[src/rtl/hb_pkg.sv]
package hb_pkg;
   localparam int MAX_LEGS = 3;
   localparam int MAX_SW   = 2 * MAX_LEGS;
   localparam int WORD_W   = 16;

   typedef struct packed {
      logic              run;      // 1 = outputs active
      logic              ocs_en;   // arm short-circuit shutdown
      logic              norm_n;   // 0 = open-load view
      logic [MAX_SW-1:0] pwm_en;   // per switch PWM gating
      logic [MAX_SW-1:0] on_req;   // per switch on request
      logic              clr;      // status reset
   } ctrl_t;

   typedef struct packed {
      logic              psf;
      logic              stby;
      logic              ovl;
      logic [5:0]        spare;
      logic [MAX_SW-1:0] sw;
      logic              warn;
   } stat_t;
endpackage

[src/rtl/hb_leg.sv]
module hb_leg #(
   parameter int DEAD_CYC = 2
) (
   input  logic       clk,
   input  logic       rst_n,
   input  logic       pwm_in,
   input  logic       run,
   input  logic       ocs_en,
   input  logic [1:0] on_bit,
   input  logic [1:0] pwm_en,
   input  logic       ld,
   input  logic [1:0] ld_on,
   input  logic       ld_clr,
   input  logic [1:0] f_short,
   input  logic [1:0] f_temp,
   output logic [1:0] gate,
   output logic       trip_evt
);
   localparam int CNT_W = $clog2(DEAD_CYC + 1);

   logic [1:0]       gate_q, gate_d, trip_q, trip_set, trip_clr, req, ok, want;
   logic [CNT_W-1:0] cnt_q;
   logic             last_q;   // side that turned off most recently
   logic             fall_any;

   always_comb begin
      req      = on_bit & (~pwm_en | {2{pwm_in}});
      trip_set = gate_q & (f_temp | (f_short & {2{ocs_en}}));
      trip_clr = {2{ld & ld_clr}} | ({2{ld}} & ~ld_on);
      ok       = req & ~trip_q & ~trip_set & {2{run}};
      want     = (ok == 2'b11) ? 2'b00 : ok;
      for (int s = 0; s < 2; s++) begin
         gate_d[s] = want[s] &
                     (gate_q[s] | (!gate_q[1-s] && (cnt_q == '0 || last_q == s[0])));
      end
      fall_any = |(gate_q & ~gate_d);
   end

   always_ff @(posedge clk or negedge rst_n) begin
      if (!rst_n) begin
         gate_q <= '0;
         trip_q <= '0;
         cnt_q  <= '0;
         last_q <= 1'b0;
      end else begin
         gate_q <= gate_d;
         trip_q <= (trip_q & ~trip_clr) | trip_set;
         if (fall_any) begin
            cnt_q  <= CNT_W'(DEAD_CYC);
            last_q <= gate_q[1];
         end else if (cnt_q != '0) begin
            cnt_q <= cnt_q - 1'b1;
         end
      end
   end

   assign gate     = gate_q;
   assign trip_evt = |trip_set;
endmodule

[src/rtl/hb_status.sv]
module hb_status
   import hb_pkg::*;
(
   input  logic              clk,
   input  logic              rst_n,
   input  logic              ld,
   input  logic              ld_clr,
   input  logic              trip_evt,
   input  logic              uv,
   input  logic              run,
   input  logic              norm_n,
   input  logic              warn,
   input  logic [MAX_SW-1:0] open_load,
   input  logic [MAX_SW-1:0] gate,
   output logic [WORD_W-1:0] status
);
   logic  ovl_q, psf_q, wipe;
   stat_t st;

   assign wipe = ld & ld_clr;

   always_ff @(posedge clk or negedge rst_n) begin
      if (!rst_n) begin
         ovl_q <= 1'b0;
         psf_q <= 1'b0;
      end else begin
         ovl_q <= (ovl_q & ~wipe) | trip_evt;
         psf_q <= (psf_q & ~wipe) | uv;
      end
   end

   always_comb begin
      st.psf   = psf_q;
      st.stby  = ~run;
      st.ovl   = ovl_q;
      st.spare = '0;
      st.sw    = norm_n ? gate : (open_load & ~gate);
      st.warn  = warn;
   end

   assign status = st;
endmodule

[src/rtl/hb_bridge_ctrl.sv]
module hb_bridge_ctrl
   import hb_pkg::*;
#(
   parameter int NUM_LEGS = 3,
   parameter int DEAD_CYC = 2
) (
   input  logic        clk,
   input  logic        rst_n,
   input  logic [15:0] ctrl_word,
   input  logic        ctrl_load,
   input  logic        pwm_in,
   input  logic [5:0]  fault_short,
   input  logic [5:0]  fault_temp,
   input  logic [5:0]  open_load,
   input  logic        uv_flag,
   input  logic        temp_warn,
   output logic [5:0]  gate_en,
   output logic [15:0] status_word
);
   if (NUM_LEGS < 1 || NUM_LEGS > MAX_LEGS) begin : g_bad_legs
      $error("NUM_LEGS must lie in 1..3");
   end
   if (DEAD_CYC < 1) begin : g_bad_dead
      $error("DEAD_CYC must be at least 1");
   end

   ctrl_t               cfg_q, cfg_in;
   logic                run;
   logic [MAX_LEGS-1:0] trip_leg;
   logic [MAX_SW-1:0]   gates;

   assign cfg_in = ctrl_t'(ctrl_word);

   always_ff @(posedge clk or negedge rst_n) begin
      if (!rst_n)         cfg_q <= '0;
      else if (ctrl_load) cfg_q <= cfg_in;
   end

   assign run = cfg_q.run & ~uv_flag;

   for (genvar k = 0; k < MAX_LEGS; k++) begin : g_leg
      if (k < NUM_LEGS) begin : g_on
         hb_leg #(.DEAD_CYC(DEAD_CYC)) u_leg (
            .clk      (clk),
            .rst_n    (rst_n),
            .pwm_in   (pwm_in),
            .run      (run),
            .ocs_en   (cfg_q.ocs_en),
            .on_bit   (cfg_q.on_req[2*k+1:2*k]),
            .pwm_en   (cfg_q.pwm_en[2*k+1:2*k]),
            .ld       (ctrl_load),
            .ld_on    (cfg_in.on_req[2*k+1:2*k]),
            .ld_clr   (cfg_in.clr),
            .f_short  (fault_short[2*k+1:2*k]),
            .f_temp   (fault_temp[2*k+1:2*k]),
            .gate     (gates[2*k+1:2*k]),
            .trip_evt (trip_leg[k])
         );
      end else begin : g_off
         assign gates[2*k+1:2*k] = 2'b00;
         assign trip_leg[k]      = 1'b0;
      end
   end

   hb_status u_stat (
      .clk       (clk),
      .rst_n     (rst_n),
      .ld        (ctrl_load),
      .ld_clr    (cfg_in.clr),
      .trip_evt  (|trip_leg),
      .uv        (uv_flag),
      .run       (cfg_q.run),
      .norm_n    (cfg_q.norm_n),
      .warn      (temp_warn),
      .open_load (open_load),
      .gate      (gates),
      .status    (status_word)
   );

   assign gate_en = gates;
endmodule

[config.mk]
export PLATFORM = sky130hd
export DESIGN_NAME = hb_bridge_ctrl
export DESIGN_NICKNAME = d
export VERILOG_FILES = /design/src/rtl/hb_pkg.sv /design/src/rtl/hb_leg.sv /design/src/rtl/hb_status.sv /design/src/rtl/hb_bridge_ctrl.sv
export SDC_FILE = /design/constraint.sdc
export NUM_CORES = 1
export LEC_CHECK = 0
export ABC_AREA = 1
export BUFFER_PORTS_ARGS = -buffer_cell sky130_fd_sc_hd__buf_2
export CORE_ASPECT_RATIO = 0.9
export CORE_MARGIN = 2
export CORE_UTILIZATION = 40
export CTS_CLUSTER_DIAMETER = 100
export DETAILED_ROUTE_END_ITERATION = 12
export SLEW_MARGIN = 20
export SYNTH_ARGS = -nofsm -noshare
export SYNTH_HDL_FRONTEND = slang
export SYNTH_SLANG_ARGS = --single-unit
[constraint.sdc]
create_clock -name clk -period 1.6 [get_ports clk]
set_input_delay 0.32 -clock clk [delete_from_list [all_inputs] [get_ports clk]]
set_output_delay 0.32 -clock clk [all_outputs]
set_load 0.05 [all_outputs]
* Word-level counts from Yosys, hierarchy flattened *
Cells that the tools add are included.

word-level totals
  latch bits = 0
  RAM bits = 0
  ROM bits = 0
  word-level logic and storage cells = 149
  output and inout port bits = 22
  memories = 0
  register bits after elaboration = 38
  bits of input ports = 40

cells by class
  order comparisons = 0
  bitwise operators = 83
  multipliers = 0
  equality and inequality tests = 3
  divide/modulo/power cells = 0
  $add $sub $neg = 3
  reductions and logical operators = 31
  shifts and indexed selects = 0
  muxes and demuxes = 10

operators by type and width
  cell                   count
  $and A2 B2 Y2          27
  $not A2 Y2             18
  $or A2 B2 Y2           12
  $mux W2                9
  $reduce_bool A2 Y1     6
  $and A1 B1 Y1          10
  $or A1 B1 Y1           8
  $and A6 B6 Y6          1
  $eq A2 B2 Y1 const B   3
  $logic_and A1 B1 Y1    6
  $logic_not A1 Y1       6
  $logic_not A2 Y1       3
  $logic_or A1 B1 Y1     6
  $mux W6                1
  $not A1 Y1             6
  $not A6 Y6             1
  $reduce_or A2 Y1       3
  $reduce_or A6 Y1       1
  $sub A2 B1 Y2 const B  3

* Depth between registers and ports, before layout *
Gate-level depths: netlist (run 1).

  word-level depth = 13
  depth in mapped cells = 10
  mapped depth without buffers = 10

* By module *
Synthesis (run 1) repeated with hierarchy kept, for this count alone.

unflattened totals
  cell total of the unflattened synthesis = 309
  area, all modules = 2,187.1 um2

by module, submodules not included
  module          area each (um2)  cells an instance  times used  seq. area each (um2)
  hb_leg          434.2            65                 3           175.2
  hb_bridge_ctrl  626.9            69                 1           375.4
  hb_status       257.7            45                 1           50.0

* Worst setup path after synthesis (run 1) *
Ideal clock, no wire load.

  path kind = register -> output
  start = reg g_leg[2].g_on.u_leg.gate_q[1]
  end = out status_word[6]
  cell stages (with the launch flop) = 3
  slack = -707 ps
  data required time = 1,280 ps
  arrival time = 1,987 ps
  path buffers = 0
  path through = dfrtp_1 -> inv_1 -> o21ai_0

on the way
  cells in the longest elaborated chain, start to end = 3

ends and longest elaborated chain
  what                      line                  source
  start: declaration        hb_leg.sv:21          logic [1:0] gate_q, gate_d, trip_q, trip_set, trip_clr, req, ok, want;
  start signal: assignment  hb_leg.sv:46          gate_q <= gate_d;
  $not A6 Y6                hb_status.sv:37       st.sw = norm_n ? gate : (open_load & ~gate);
  $and A6 B6 Y6             hb_status.sv:37
  $mux W6 (*)               hb_status.sv:37
  end: declaration          hb_bridge_ctrl.sv:18  output logic [15:0] status_word

Every way passes the cells marked *; elsewhere a longest branch is shown, timed or not.

* Worst setup path in the final report (run 1) *
  start = reg cfg_q[13] in the netlist's numbering
  end = out status_word[1]

on the way
  cells in the longest elaborated chain, start to end = 1

ends and longest elaborated chain
  what                      line                  source
  start: declaration        hb_bridge_ctrl.sv:27  ctrl_t cfg_q, cfg_in;
  start signal: assignment  hb_bridge_ctrl.sv:36  else if (ctrl_load) cfg_q <= cfg_in;
  $mux W6                   hb_status.sv:37

Every way passes these cells.

==> results of run 1 <==
## final timing paths
| path | end | slack [ps] | cells after the start |
|---|---|---|---|
| setup / recovery | status_word[1] | 40 | 5 |
| hold / removal | u_stat.psf_q | 70 | 2 |
| hold reg to reg | u_stat.psf_q | 470 | 2 |
| setup reg to reg | g_leg[0].g_on.u_leg.last_q | 250 | 10 |
| min in group clk | cfg_q[11] | 220 | 3 |
| max in group asynchronous | g_leg[1].g_on.u_leg.gate[1] | 1170 | 2 |
## cell type report
class | instances | area [um2] | share of cell area
well taps | 65 | 81.3 | 0.0307
repair buffers | 62 | 382 | 0.144
clock inverters | 1 | 5.00 | 0.00189
inverters | 42 | 158 | 0.0596
clock buffers | 7 | 86.3 | 0.0326
flip-flops and latches | 38 | 952 | 0.360
multi-input cells | 186 | 982 | 0.371
## timing repair
action                                  in CTS  in global routing
gates cloned                                 0                  0
endpoints found under the setup margin       6                  6
gates resized for setup                     18                 11
hold buffers                                 0                  0
setup buffers                                0                  3
## metrics by stage
stage / hold WS, ps / setup slack, ps / TNS [ps]
5_1_grt: 108 / -24.9 / -70.5
3_3_place_gp: 404 / 175 / 0
3_5_place_dp: 399 / 172 / 0
4_1_cts: 85.8 / 1.72 / 0
6_report: 68.5 / 36.5 / 0
2_1_floorplan: 24.4 / 9.25 / 0
## synthesized netlist by cell type (all sizes together)
cell,instances,area (um2)
clkinv,1,3.75
o31ai,6,45.0
clkbuf,3,11.3
o21ai,14,70.1
a21oi,18,101
xor2,3,26.3
nor4,1,6.26
buf,9,67.6
dfrtp,38,951
inv,41,154
nand3,24,120
conb,1,3.75
ha,3,37.5
nor2,31,124
a211oi,1,7.51
nand2,79,324
## per-layer routing
metal	wire, um	vias up	share of wire
met5	0	-	0
met4	57	0	0.012
met3	324	7	0.067
met2	2080	56	0.43
met1	2380	842	0.49
li1	-	967	-
## cells by family after synthesis
family          Yosys count  synth area share
buf+inv                  54             0.115
simple gates            135             0.280
flops                    38             0.463
fa+ha+maj                 3            0.0183
xor+xnor                  3            0.0128
other cells               1           0.00183
compound gates           39             0.109
## critical path, cell delays in order, from the launching register on
cell and delay, ps:
dfrtp_1 340, inv_2 50, buf_8 140, buf_4 140, o21ai_4 110, buf_6 170
## state kept, by name, indices dropped and copies added (netlist names)
| name | count |
|---|---|
| cfg_q | 15 |
| g_leg.g_on.u_leg.gate | 6 |
| g_leg.g_on.u_leg.cnt_q | 6 |
| u_stat.ovl_q | 1 |
| u_stat.psf_q | 1 |
| g_leg.g_on.u_leg.trip_q | 6 |
| g_leg.g_on.u_leg.last_q | 3 |
## power by group
group / switching (W) / internal (W)
logic: 0.000652 / 0.000397
clock network: 0.000327 / 0.000347
registers: 0.000105 / 0.00113
==> impl_results.md, run 1 <==
- Status: complete, no violations
- Sequential fraction of the synthesis area: 0.463
- Antenna fix cells: 0
- Most frequent cells in the layout: nand2_1, buf_2, dfrtp_1
- H-tree Lvls: 2
- CP startpoint kind: flip-flop
- Setup CP Type: reg -> out
- Vias in the first global route: 1,861
- First-pass GRT wire length: 8.32 mm
- RSZ-0062 raised after global routing: true
- Fmax achieved: ~640 MHz
- Vias: 1,872
- Worst Clk Skew: 4.01 ps
- Synth-to-layout area growth: 28.9%
- CP Capture Type: output pin
- Worst r2r src: cfg_q[14]
- Total Routing Usage GR: 0.189
- Routed WL per cell: approximately 12 um
- Unique masters post-synth: 20
- Port Buffers: 53
- Power per cell area: 1120 mW/mm2
- #FFs+latches synth: 38
- GP Congestion: 0.762
- Final hold viol count: 0
- Most common cell after layout, fill and taps aside: nand2_1
- TritonCTS Sinks: 38
- CORE AREA: 0.00489 mm2
- DR pass1 iterations: 4
- Non-filler cells, final: 401
- Cell area after synthesis: 0.00205 mm2
- Hold crit path type: in -> async
- Part of the cycle the worst path needs: 0.977
- Fillers: 500
- Hpwl dp: ~3.7 mm
- Met1 GRT Util: 0.266
- CP required: ~1300 ps
- Placed Cells: 390
- Leakage: 1.43 nW
- Final net count: 378
- Clk_lat worst skew: 290 ps
- CTS Root Cell: clkbuf_8
- Grt met3 use: 0.0510
- Critical Path Start: cfg_q[13]
- Final Instance Area: 0.00265 mm2
- Die Area: 0.00572 mm2
- Initial Util: 0.419
- Clk pin slew, worst setup/hold paths: 70 ps
- Crit path time final: 1560 ps
- Antenna violations before repair: 0
- Total Routed Length: 4.84 mm
- Die Y: roughly 72 um
- Final Max Tran Viols: 0
- Max-cap violations: 0
- Vias/cell: 4.67
- PnR Total Power: 0.00295 W
- Met2 Track Usage GR: 0.292
- Setup violators final: 0
- Final Util: 0.541
- Grt total ovfl: 0
- Post-Syn Instances: approximately 270
- Critical Path Fanout Max: 8
- Initial DRC count: 83
- Fraction of layout cells with a size suffix above 1: 0.321
- Row cnt: 24
- Area after DPL: ~0.0025 mm2
- Num CTS Buffers: 5
- Syn Area/Cell: 7.52 um2
- Ports: 62
- Crit path DAT: 1240 ps
- Max VDD drop: between 0.5 and 0.6 mV
- Drc violations: 0
- Synth Warn #: 0
- CTS tree: done
- Final ANT Viol Nets: 0
- GR peak layer: met2
- Die X: 79.5 um
- Largest net degree at the start of global routing: 39
- Clock Path Buffers: 2
Note: power is estimated with default switching activity, not from simulation.
==> run 2: changes to the inputs <==
--- a/config.mk
+++ b/config.mk
@@ -5,7 +5,6 @@
 export SDC_FILE = /design/constraint.sdc
 export NUM_CORES = 1
 export LEC_CHECK = 0
-export ABC_AREA = 1
 export BUFFER_PORTS_ARGS = -buffer_cell sky130_fd_sc_hd__buf_2
 export CORE_ASPECT_RATIO = 0.9
 export CORE_MARGIN = 2
==> impl_results.md, run 2 <==
- Crit path DAT: 1750 ps (was 1240 ps)
- Fraction of layout cells with a size suffix above 1: 0.381 (was 0.321)
- Largest cells by area after synthesis: dfrtp_1, mux2_2, nand2_1 (was dfrtp_1, nand2_1, inv_1)
- H-tree Lvls: 2 (unchanged)
- Worst Clk Skew: 10.6 ps (was 4.01 ps)
- Die Area: 0.00580 mm2 (was 0.00572 mm2)
- Total Routing Usage GR: 0.169 (was 0.189)
- CTS tree: done (unchanged)
- Initial DRC count: 32 (was 83)
- Row cnt: 24 (unchanged)
- Largest Register: cfg_q (unchanged)
- Setup violators final: 0 (unchanged)
- Crit path time final: 1570 ps (was 1560 ps)
- Largest net degree at the start of global routing: 24 (was 39)
- CP required: 1780 ps (was 1280 ps)
- GP Congestion: 0.776 (was 0.762)
- Non-filler cells, final: 351 (was 401)
- PnR Total Power: 0.00312 W (was 0.00295 W)
- Most frequent cells in the layout: buf_2, dfrtp_1, nand2_1 (was nand2_1, buf_2, dfrtp_1)
- Status: complete, no violations (unchanged)
- Final net count: 328 (was 378)
- Unique masters post-synth: 46 (was 20)
- Critical Path Fanout Max: 6 (was 8)
- Syn Area/Cell: 9.38 um2 (was 7.52 um2)
- Routed WL per cell: 12.8 um (was 12.1 um)
- First-pass GRT wire length: 7.62 mm (was 8.32 mm)
- Hold depth: 3
- Commonest cells post-synth: dfrtp_1, nand2_1, inv_1 (was nand2_1, dfrtp_1, inv_1)
- Reg2reg path depth: 4 (was 10)
- Final ANT Viol Nets: 0 (unchanged)
- Total Routed Length: 4.51 mm (was 4.84 mm)
- Fmax achieved: 636 MHz (was 640 MHz)
- Hold crit path type: in -> reg (was in -> async)
- TritonCTS Sinks: 38 (unchanged)
- Ports: 62 (unchanged)
- Cell area after synthesis: 0.00208 mm2 (was 0.00205 mm2)
- Placed Cells: 341 (was 390)
- PnR worst setup slack: 28.6 ps (was 36.5 ps)
- CTS Root Cell: clkbuf_8 (unchanged)
- Vias in the first global route: 1,649 (was 1,861)
- Max-cap violations: 0 (unchanged)
- Most common cell after layout, fill and taps aside: buf_2 (was nand2_1)
- Power per cell area: 1170 mW/mm2 (was 1120 mW/mm2)
- CP Capture Type: flip-flop (was output pin)
- Port Buffers: 53 (unchanged)
- Clk_lat worst skew: 290 ps (about the same)
- Pre-CTS WS: -28.7 ps (was 172 ps)
- Synth async-reset ratio: 1.00 (unchanged)
- Grt total ovfl: 0 (unchanged)
- Leading area contributor after synthesis: dfrtp_1 (unchanged)
- Most common cell in the synthesized netlist: dfrtp_1 (was nand2_1)
- Max VDD drop: 0.735 mV (was 0.510 mV)
- EDFF count, synth: 0 (unchanged)
- #FFs+latches synth: 38 (unchanged)
- CORE AREA: 0.00492 mm2 (was 0.00489 mm2)
- RSZ-0062 raised after global routing: true (unchanged)
- Post-synth top area share: 0.456 (was 0.463)
- Fillers: 472 (was 500)
- Final Max Tran Viols: 0 (unchanged)
- Clk pin slew, worst setup/hold paths: 80 ps (was 70 ps)
- Initial Util: 0.423 (was 0.419)
- Hpwl dp: 3.43 mm (was 3.72 mm)
- Synth Warn #: 0 (unchanged)
- Final Util: 0.539 (was 0.541)
- DR pass1 iterations: 4 (unchanged)
- Die X: 80.1 um (was 79.5 um)
- Post-Syn Instances: 222 (was 273)
- Vias: 1,700 (was 1,872)
- Clock Path Buffers: 2 (unchanged)
- Synth-to-layout area growth: 27.3% (was 28.9%)
- Sequential fraction of the synthesis area: 0.456 (was 0.463)
- Leakage: 1.36 nW (was 1.43 nW)
- Antenna fix cells: 0 (unchanged)
- Die Y: 72.5 um (was 72.0 um)
- Flip-flop count of the largest register after layout: 15 (unchanged)
- Main synth FF type: dfrtp_1 (unchanged)
- Part of the cycle the worst path needs: 0.982 (was 0.977)
- CP startpoint kind: flip-flop (unchanged)
- Antenna violations before repair: 0 (unchanged)
- Final hold viol count: 0 (unchanged)
- Num CTS Buffers: 5 (unchanged)
- Setup CP Type: reg -> reg (was reg -> out)
- Drc violations: 0 (unchanged)
- Hold WS: 242 ps (was 68.5 ps)
- Vias/cell: 4.84 (was 4.67)
[run 2: changes by cell type after synthesis, sizes merged, moves of 5 or more]
cell / previous run / this run
o31ai: 6 / 1
inv: 41 / 22
nand2: 79 / 33
nand3: 24 / 1
nor2: 31 / 16
a21o: 0 / 9
a21oi: 18 / 13
nand2b: 0 / 6
mux2: 0 / 15
[run 2: final cells by class]
class / count / area [um2] / share of cell area
flip-flops and latches: 38 / 957 / 0.361
multi-input cells: 151 / 1000 / 0.379
well taps: 65 / 81.3 / 0.0307
repair buffers: 67 / 432 / 0.163
clock buffers: 6 / 82.6 / 0.0311
inverters: 22 / 82.6 / 0.0311
clock inverters: 2 / 12.5 / 0.00472
[run 2: power by group]
part           total, W  internal (W)  leakage [nW]  switching [W]
logic           0.00111      0.000489         0.851       0.000625
registers       0.00132       0.00116         0.460       0.000157
clock network  0.000683      0.000346        0.0472       0.000337
[run 2: cells by family after synthesis]
family          share of synthesized area
fa+ha+maj                          0.0180
flops                               0.456
mux                                0.0811
xor+xnor                           0.0126
compound gates                      0.173
buf+inv                            0.0853
simple gates                        0.172
other cells                       0.00180
[run 2: stage by stage]
| stage | TNS [ps] | area (um2) |
|---|---|---|
| 6_report | 0 | 2650 |
| 2_1_floorplan | -187 | 2120 |
| 3_5_place_dp | -28.7 | 2480 |
| 3_3_place_gp | -3.81 | 2480 |
| 4_1_cts | 0 | 2600 |
| 5_1_grt | -49.0 | 2650 |
[run 2: final timing paths]
| path | start | end | slack, ps |
|---|---|---|---|
| setup / recovery | cfg_q[14] | g_leg[0].g_on.u_leg.cnt_q[1] | 30 |
| min in group asynchronous | rst_n | u_stat.ovl_q | 490 |
| max in group asynchronous | rst_n | g_leg[1].g_on.u_leg.gate[1] | 640 |
| hold reg to reg | g_leg[0].g_on.u_leg.trip_q[1] | g_leg[0].g_on.u_leg.trip_q[1] | 470 |
| hold / removal | ctrl_word[15] | cfg_q[15] | 240 |
| setup reg to reg | cfg_q[14] | g_leg[0].g_on.u_leg.cnt_q[1] | 30 |
[run 2: layer usage]
metal	global-route usage	vias to the layer above	share of wire	routed length [um]
met3	0.0361	8	0.037	169
met2	0.265	36	0.46	2090
met1	0.233	790	0.48	2170
met5	0	-	0	0
met4	0.0603	0	0.017	75
li1	-	866	-	-
[run 2: worst max-delay path, stage by stage, from the launching register on]
cell      delay, ps
dfrtp_2         460
a21oi_2          90
o2111a_2        270
or4b_4          480
a21o_1          170
[run 2: what timing repair did]
item,CTS,global route
setup buffers,0,1
resized for setup,8,9
endpoints found under the hold margin,16,0
endpoints found under the setup margin,7,11
hold buffers,1,0
pin swaps,0,2
